File: config.mk
export PLATFORM = sky130hd
export DESIGN_NAME = oam_dma_engine
export DESIGN_NICKNAME = d
export VERILOG_FILES = /design/src/rtl/oam_dma_engine.sv
export SDC_FILE = /design/constraint.sdc
export NUM_CORES = 1
export LEC_CHECK = 0
export BUFFER_PORTS_ARGS = -buffer_cell sky130_fd_sc_hd__buf_2
export CAP_MARGIN = 0
export CORE_UTILIZATION = 30
export CTS_BUF_LIST = sky130_fd_sc_hd__clkbuf_2
export CTS_CLUSTER_DIAMETER = 100
export DETAILED_ROUTE_END_ITERATION = 8
export PLACE_DENSITY = 0.65
export SLEW_MARGIN = 15
export SYNTH_ARGS = -nofsm -noshare
export SYNTH_HDL_FRONTEND = slang
export SYNTH_SLANG_ARGS = --single-unit
File: constraint.sdc
create_clock -name clk -period 3.05 [get_ports clk]
set_clock_uncertainty 0.1 [all_clocks]
set_input_delay 0.915 -clock clk [delete_from_list [all_inputs] [get_ports clk]]
set_output_delay 0.915 -clock clk [all_outputs]
set_load 0.005 [all_outputs]
File: src/rtl/oam_dma_engine.sv
module oam_dma_engine #(
  parameter int AW = 16,
  parameter int DW = 8,
  parameter int IDX_W = 8,
  parameter int XFER_LEN = 160,
  parameter int START_DELAY = 8,
  parameter int STEP_CYCLES = 4,
  parameter int PAGE_SHIFT = 8,
  parameter int ECHO_BIT = 13,
  parameter logic [AW-1:0] START_ADDR = 16'hFF46,
  parameter logic [AW-1:0] HIGH_BASE = 16'hC000,
  parameter logic [AW-1:0] ECHO_BASE = 16'hE000,
  parameter logic [AW-1:0] OAM_BASE = 16'hFE00
) (
  input  logic             clk,
  input  logic             rst_n,
  input  logic             cfg_color,
  input  logic             cfg_mask_from_data,
  input  logic             cfg_direct_store,
  input  logic             cpu_wr,
  input  logic [AW-1:0]    cpu_addr,
  input  logic [DW-1:0]    cpu_wdata,
  input  logic             cpu_conflict,
  output logic             cpu_wr_allow,
  output logic             mem_rd_req,
  output logic [AW-1:0]    mem_rd_addr,
  input  logic [DW-1:0]    mem_rd_data,
  output logic             oam_we,
  output logic [IDX_W-1:0] oam_addr,
  output logic [DW-1:0]    oam_wdata,
  output logic             busy
);
  localparam int WAIT_W = $clog2(START_DELAY + 1);
  localparam int PH_W = $clog2(STEP_CYCLES);
  localparam logic [IDX_W-1:0] LAST_IDX = IDX_W'(XFER_LEN - 1);
  localparam logic [PH_W-1:0] LAST_PH = PH_W'(STEP_CYCLES - 1);
  localparam logic [DW-1:0] ONES = '1;
  localparam logic [AW-1:0] ECHO_CLR = ~(AW'(1) << ECHO_BIT);

  logic              busy_q, skip_q;
  logic [WAIT_W-1:0] wait_q;
  logic [PH_W-1:0]   phase_q;
  logic [AW-1:0]     src_q;
  logic [IDX_W-1:0]  dest_q;
  logic [DW-1:0]     mask_q;

  wire start_wr   = cpu_wr && (cpu_addr == START_ADDR);
  wire clash      = busy_q && cpu_wr && cpu_conflict && !start_wr;
  wire src_high   = src_q > HIGH_BASE;
  wire src_low    = src_q < HIGH_BASE;
  wire taken      = clash && (cfg_color || src_high);
  wire oam_target = cpu_addr >= OAM_BASE;
  wire poke       = taken && !cfg_mask_from_data && cfg_direct_store && src_high && !oam_target;
  wire running    = busy_q && (wait_q == '0);
  wire rd_phase   = running && (phase_q == '0);
  wire wr_phase   = running && (phase_q == PH_W'(1));
  wire in_echo    = src_q >= ECHO_BASE;
  wire echo_fill  = in_echo && cfg_color;

  logic [DW-1:0] clash_mask;
  always_comb begin
    clash_mask = src_low ? '0 : ONES;
    if (cfg_mask_from_data && src_high) clash_mask = cpu_wdata;
  end

  assign cpu_wr_allow = !taken;
  assign mem_rd_req   = rd_phase && !echo_fill;
  assign mem_rd_addr  = in_echo ? (src_q & ECHO_CLR) : src_q;
  assign oam_we       = poke || (wr_phase && !skip_q);
  assign oam_addr     = dest_q;
  assign oam_wdata    = poke ? cpu_wdata : (echo_fill ? mask_q : (mem_rd_data & mask_q));
  assign busy         = busy_q;

  always_ff @(posedge clk) begin
    if (!rst_n) begin
      busy_q  <= 1'b0;
      skip_q  <= 1'b0;
      wait_q  <= '0;
      phase_q <= '0;
      src_q   <= '0;
      dest_q  <= '0;
      mask_q  <= ONES;
    end else if (start_wr) begin
      busy_q  <= 1'b1;
      skip_q  <= 1'b0;
      wait_q  <= WAIT_W'(START_DELAY);
      phase_q <= '0;
      src_q   <= AW'(cpu_wdata) << PAGE_SHIFT;
      dest_q  <= '0;
      mask_q  <= ONES;
    end else if (busy_q) begin
      if (wait_q != '0) wait_q <= wait_q - 1'b1;
      else phase_q <= (phase_q == LAST_PH) ? '0 : phase_q + 1'b1;
      if (wr_phase) begin
        src_q  <= src_q + 1'b1;
        dest_q <= dest_q + 1'b1;
        skip_q <= 1'b0;
        mask_q <= taken ? clash_mask : ONES;
        if (dest_q == LAST_IDX) busy_q <= 1'b0;
      end else begin
        if (taken) mask_q <= clash_mask;
        if (poke) skip_q <= 1'b1;
      end
    end
  end
endmodule

## Yosys cells after proc, flatten, opt, wreduce, memory -nomap -nowiden

Index checks and enable logic that the tools add are counted.

| storage, ports and cells | value |
|---|---|
| flip-flop bits (word level) | 40 |
| output and inout port bits | 36 |
| logic and storage cells | 85 |
| input bits | 39 |

| operators by class | value |
|---|---|
| bitwise logic cells | 3 |
| reductions and logical operators | 40 |
| add/subtract/negate cells | 4 |
| equal/unequal tests | 4 |
| order comparisons | 4 |
| mux-type cells | 21 |

Operator list:

| cell | number |
|---|---|
| $mux 8 | 7 |
| $mux 16 | 3 |
| $ge 16x16->1 const B | 2 |
| $add 16x1->16 const B | 1 |
| $eq 16x16->1 const B | 1 |
| $gt 16x16->1 const B | 1 |
| $logic_and 1x1->1 | 16 |
| $lt 16x16->1 const B | 1 |
| $mux 14 | 1 |
| $reduce_and 2->1 | 7 |
| $mux 4 | 3 |
| $reduce_bool 2->1 | 5 |
| $add 8x1->8 const B | 1 |
| $and 8x8->8 | 1 |
| $eq 8x8->1 const B | 1 |
| $logic_not 1->1 | 6 |
| $mux 1 | 6 |
| $logic_not 4->1 | 1 |
| $reduce_bool 4->1 | 1 |
| $sub 4x1->4 const B | 1 |
| $add 2x1->2 const B | 1 |
| $eq 2x1->1 const B | 1 |
| $eq 2x2->1 const B | 1 |
| $logic_not 2->1 | 1 |
| 4 further kinds | 6 |

## Depth between registers and ports, before layout

| depth | value |
|---|---|
| word-level depth | 11 |
| depth in mapped cells | 10 |
| depth with buffers taken out | 7 |

## Worst setup path before layout

Ideal clock, no wire load.

| timing | value |
|---|---|
| kind | input to output |
| from | input port cpu_addr[0] |
| to | output port oam_wdata[0] |
| required time | 2,035 ps |
| arrival | 2,161 ps |
| stages | 7 |
| slack | -126 ps |
| cell sequence | nor4b_2 -> nand4_1 -> o21a_1 -> buf_4 -> nand4_1 -> buf_6 -> mux2i_1 |

| on the way | value |
|---|---|
| cells in the longest elaborated chain, start to end | 10 |
| elaborated cells between the ends (all ways) | 12 |
| those cells by class | 1 x order compare; 1 x eq/ne; 1 x mux; 9 x reduce/logical |

Ends and longest elaborated chain:

| item | RTL line | RTL |
|---|---|---|
| start, declared | 21 | `input logic [AW-1:0] cpu_addr,` |
| parallel branches: the longest is 8 deep, another holds $ge 16x16->1 | -- |  |
| $logic_and 1x1->1 (*) | 53 | `wire poke = taken && !cfg_mask_from_data && cfg_direct_store && src_high && !oam_target;` |
| $mux 8 (*) | 71 | `assign oam_wdata = poke ? cpu_wdata : (echo_fill ? mask_q : (mem_rd_data & mask_q));` |
| end, declared | 30 | `output logic [DW-1:0] oam_wdata,` |

Mark *: on every way between the ends.

## Final worst setup path

| timing | value |
|---|---|
| from | input port cpu_addr[0] |
| to | output port oam_wdata[6] |

The elaborated chain is that of the path after synthesis.

==> results.cfg <==
[run_status]
status = finished, violations left
violations = setup timing

[pwr]
vdd.ir_drop.worst_mv = 0.185
cellLeakagePower_nw = 1.47
power_density_nw_per_um2 = 303

[clock_tree]
clock_latency_ns = 0.43
cts_max_level = 2
ctsHoldBuffers = 0
clk_path_buf_depth = 2
cts_root_buffer = clkbuf_2
cts.sinks = 40
cts_buffers = 5
cts_tree = yes
path_clk_slew_ns = 0.21

[synth]
yosysMostFrequentCell = nor2_1
yosys.area.top_type = dfxtp_1
muxShareOfSynthArea_pct = 4.06
yosysTopAreaCellShare_pct = 32.1
ys_types = 40
synthTopCellsByCount = nor2_1 (44), dfxtp_1 (40), buf_4 (20), nand2_1 (20), inv_1 (19)
syn-mean-instance-area_um2 = 8.42
yosys.area_share.simple_pct = 24.5
synth_seq_area_share_pct = 32.1
synth_edf_count = 0
syn_inst = 296
synth_compound_area_share_pct = 16.1
synthAdderAreaFrac_pct = 3.51
async_flop_share_pct = 0
synth_area_leaders = dfxtp_1 (32%), nor2_1 (6.6%), buf_4 (6.0%)
ys_ff_latch = 40
synth_top_family_by_area = simple AND/OR/NAND/NOR gates
synth-xor-area-share_pct = 8.08
synthFlopType = dfxtp_1
synth_nets = 342
syn_area_um2 = 2490
yosys_warnings = 0

[run]
max-cap-violations = 0

[setup_path]
path_common_cell = nand4_1
r2r-start = wait_q[0]
cp_slowest_cell = nor4b_4
r2r-end = busy
cp.depth = 8
cp-startpoint = cpu_addr[0]
critPathBufInv = 3
cp_data_required_time_ns = 2.03
cp-start-kind = input port
reg2regPathDepth = 8
cpLargestDelayFamily = simple AND/OR/NAND/NOR gates
regToRegSetupSlack_ns = 0.75
cp_slowest_stage_delay_ns = 0.27
critPathCapture = oam_wdata[6]
cp_max_fo = 10
crit_type = in -> out
path_cells = buf_6 -> nor4b_4 -> nand4_1 -> o21a_1 -> nand4_1 -> buf_12 -> mux2i_1 -> buf_2
arrival_ns = 2.28
cp-end-kind = output pin

[floorplan]
io_pins = 75
die_h_um = 93.2
design.die.area_um2 = 8680
core_area_um2 = 7890
fp-row-count = 32
die_w_um = 93.2
start_util_pct = 31.6

[cells_and_area]
post-route-util_pct = 38.7
antennaDiodeCount = 0
layout-drive-gt1-share_pct = 34.6
area_growth_syn_to_layout_pct = 22.3
nets = 415

[drt]
wl_um = 6800
drc_errors = 0
dr.pass1.iters = 4
dr.first_iter.drc_count = 109
dr_total_vias = 2309
wl_per_cell_um = 14.4
vias_per_cell = 4.89
ant_nets = 0

[global_route]
grt_max_degree = 31
grt_pass1_wl_um = 10400
grt_antenna_before_repair = 0
grt_overflow = 0
grt_pass1_vias = 2090
gr-usage-all-layers_pct = 15.4

[timing]
fin_crit_sh_pct = 108
setup_viol = 9
slew_headroom_pct = 49.3
rsz0062_at_grt = yes
period_minus_slack_ns = 3.29
worstMarginPinSlew_ns = 0.751
drv_slew = 0
hold_ws_ns = 0.379
setup_ws_ns = -0.244
max_freq_mhz = 304
hold_viol = 0

[min_path]
holdCritPathClass = reg -> reg

[placed_design]
port_buffers = 74
hpwl_um = 4960
place.gp.congestion = 0.788
detailedPlace.worstSlack_ns = -0.256
## kinds of logic (layout without fill, tap and decap cells)
family | count (synthesis) | count (layout)
buf+inv | 48 | 122
xor+xnor | 23 | 23
simple gates | 114 | 114
flops | 40 | 40
fa+ha+maj | 7 | 7
mux | 10 | 10
compound gates | 54 | 54
## state kept, by name, summed over array words and instances (netlist names)
signal    cells
phase_q       2
wait_q        4
src_q        16
skip_q        1
oam_addr      8
mask_q        8
busy          1
## per-stage QoR
stage | instance area [um2] | power [mW] | instances | TNS [ns]
after floorplan | 2510 | 0.562 | 296 | -0.690
after CTS | 3020 | 0.932 | 470 | -1.65
final | 3050 | 0.925 | 472 | -1.89
after detailed placement | 2880 | 0.603 | 455 | -2.01
after global placement | 2880 | 0.602 | 455 | -1.59
after global routing | 3050 | 0.957 | 472 | -2.61
## placed cells by master, fill, tap and decap left out, types with 2 or more instances in the layout
| cell | n |
|---|---|
| buf_6 | 3 |
| nand4_2 | 2 |
| a211oi_2 | 10 |
| a211oi_1 | 5 |
| and2_1 | 2 |
| dfxtp_1 | 38 |
| nor3_2 | 2 |
| and4_1 | 2 |
| o21bai_1 | 8 |
| o21ai_0 | 8 |
| a21oi_1 | 15 |
| clkbuf_2 | 6 |
| and3_1 | 6 |
| o211a_1 | 2 |
| xnor2_1 | 12 |
| ha_1 | 7 |
| mux2i_1 | 9 |
| inv_1 | 19 |
| nor3_1 | 11 |
| nand4_1 | 11 |
| nor4b_4 | 2 |
| nand2_1 | 20 |
| nand3_1 | 5 |
| nor2_1 | 44 |
| buf_4 | 19 |
| buf_2 | 71 |
| xor2_1 | 11 |
## worst min path at each step
stage / startpoint / end / slack (ns) / cells past startpoint
5_1_grt: skip_q / skip_q / 0.43 / 2
3_3_place_gp: skip_q / skip_q / 0.35 / 2
6_report: skip_q / skip_q / 0.38 / 2
4_1_cts: skip_q / skip_q / 0.38 / 2
3_5_place_dp: skip_q / skip_q / 0.35 / 2
2_1_floorplan: skip_q / skip_q / 0.33 / 2
## routing by layer
layer | wire length [um] | GRT usage (%) | vias to the layer above
met1 | 3150 | 19.6 | 1078
met5 | 0 | 0 | -
met3 | 433 | 3.90 | 7
li1 | - | - | 1154
met2 | 3150 | 25.8 | 70
met4 | 67 | 4.23 | 0
## power breakdown
part / switching (mW) / leakage [nW] / internal [mW]
Clock: 0.190 / 0.0430 / 0.141
Combinational: 0.0367 / 1.10 / 0.0349
Sequential: 0.00000357 / 0.324 / 0.523
Total: 0.226 / 1.47 / 0.699
## worst min-delay path, stage by stage, from the launching register on
cell      delay, ns
dfxtp_1        0.35
inv_1          0.06
a211oi_1       0.06
## cell type report
type / instances / area (um2)
sequential: 40 / 806
multi-input combinational: 208 / 1420
clock inverter: 2 / 35.0
timing repair buffer: 94 / 552
tap: 102 / 128
fill: 831 / 4840
inverter: 20 / 75.1
clock buffer: 6 / 30.0
## timing repair
action                     4_1_cts  5_1_grt
gates resized for setup          3        5
setup endpoints to repair       10       17
gates cloned                     0        0
pin swaps                        1        3
setup buffers                    7        2
Power figures use the tool's default switching activity.
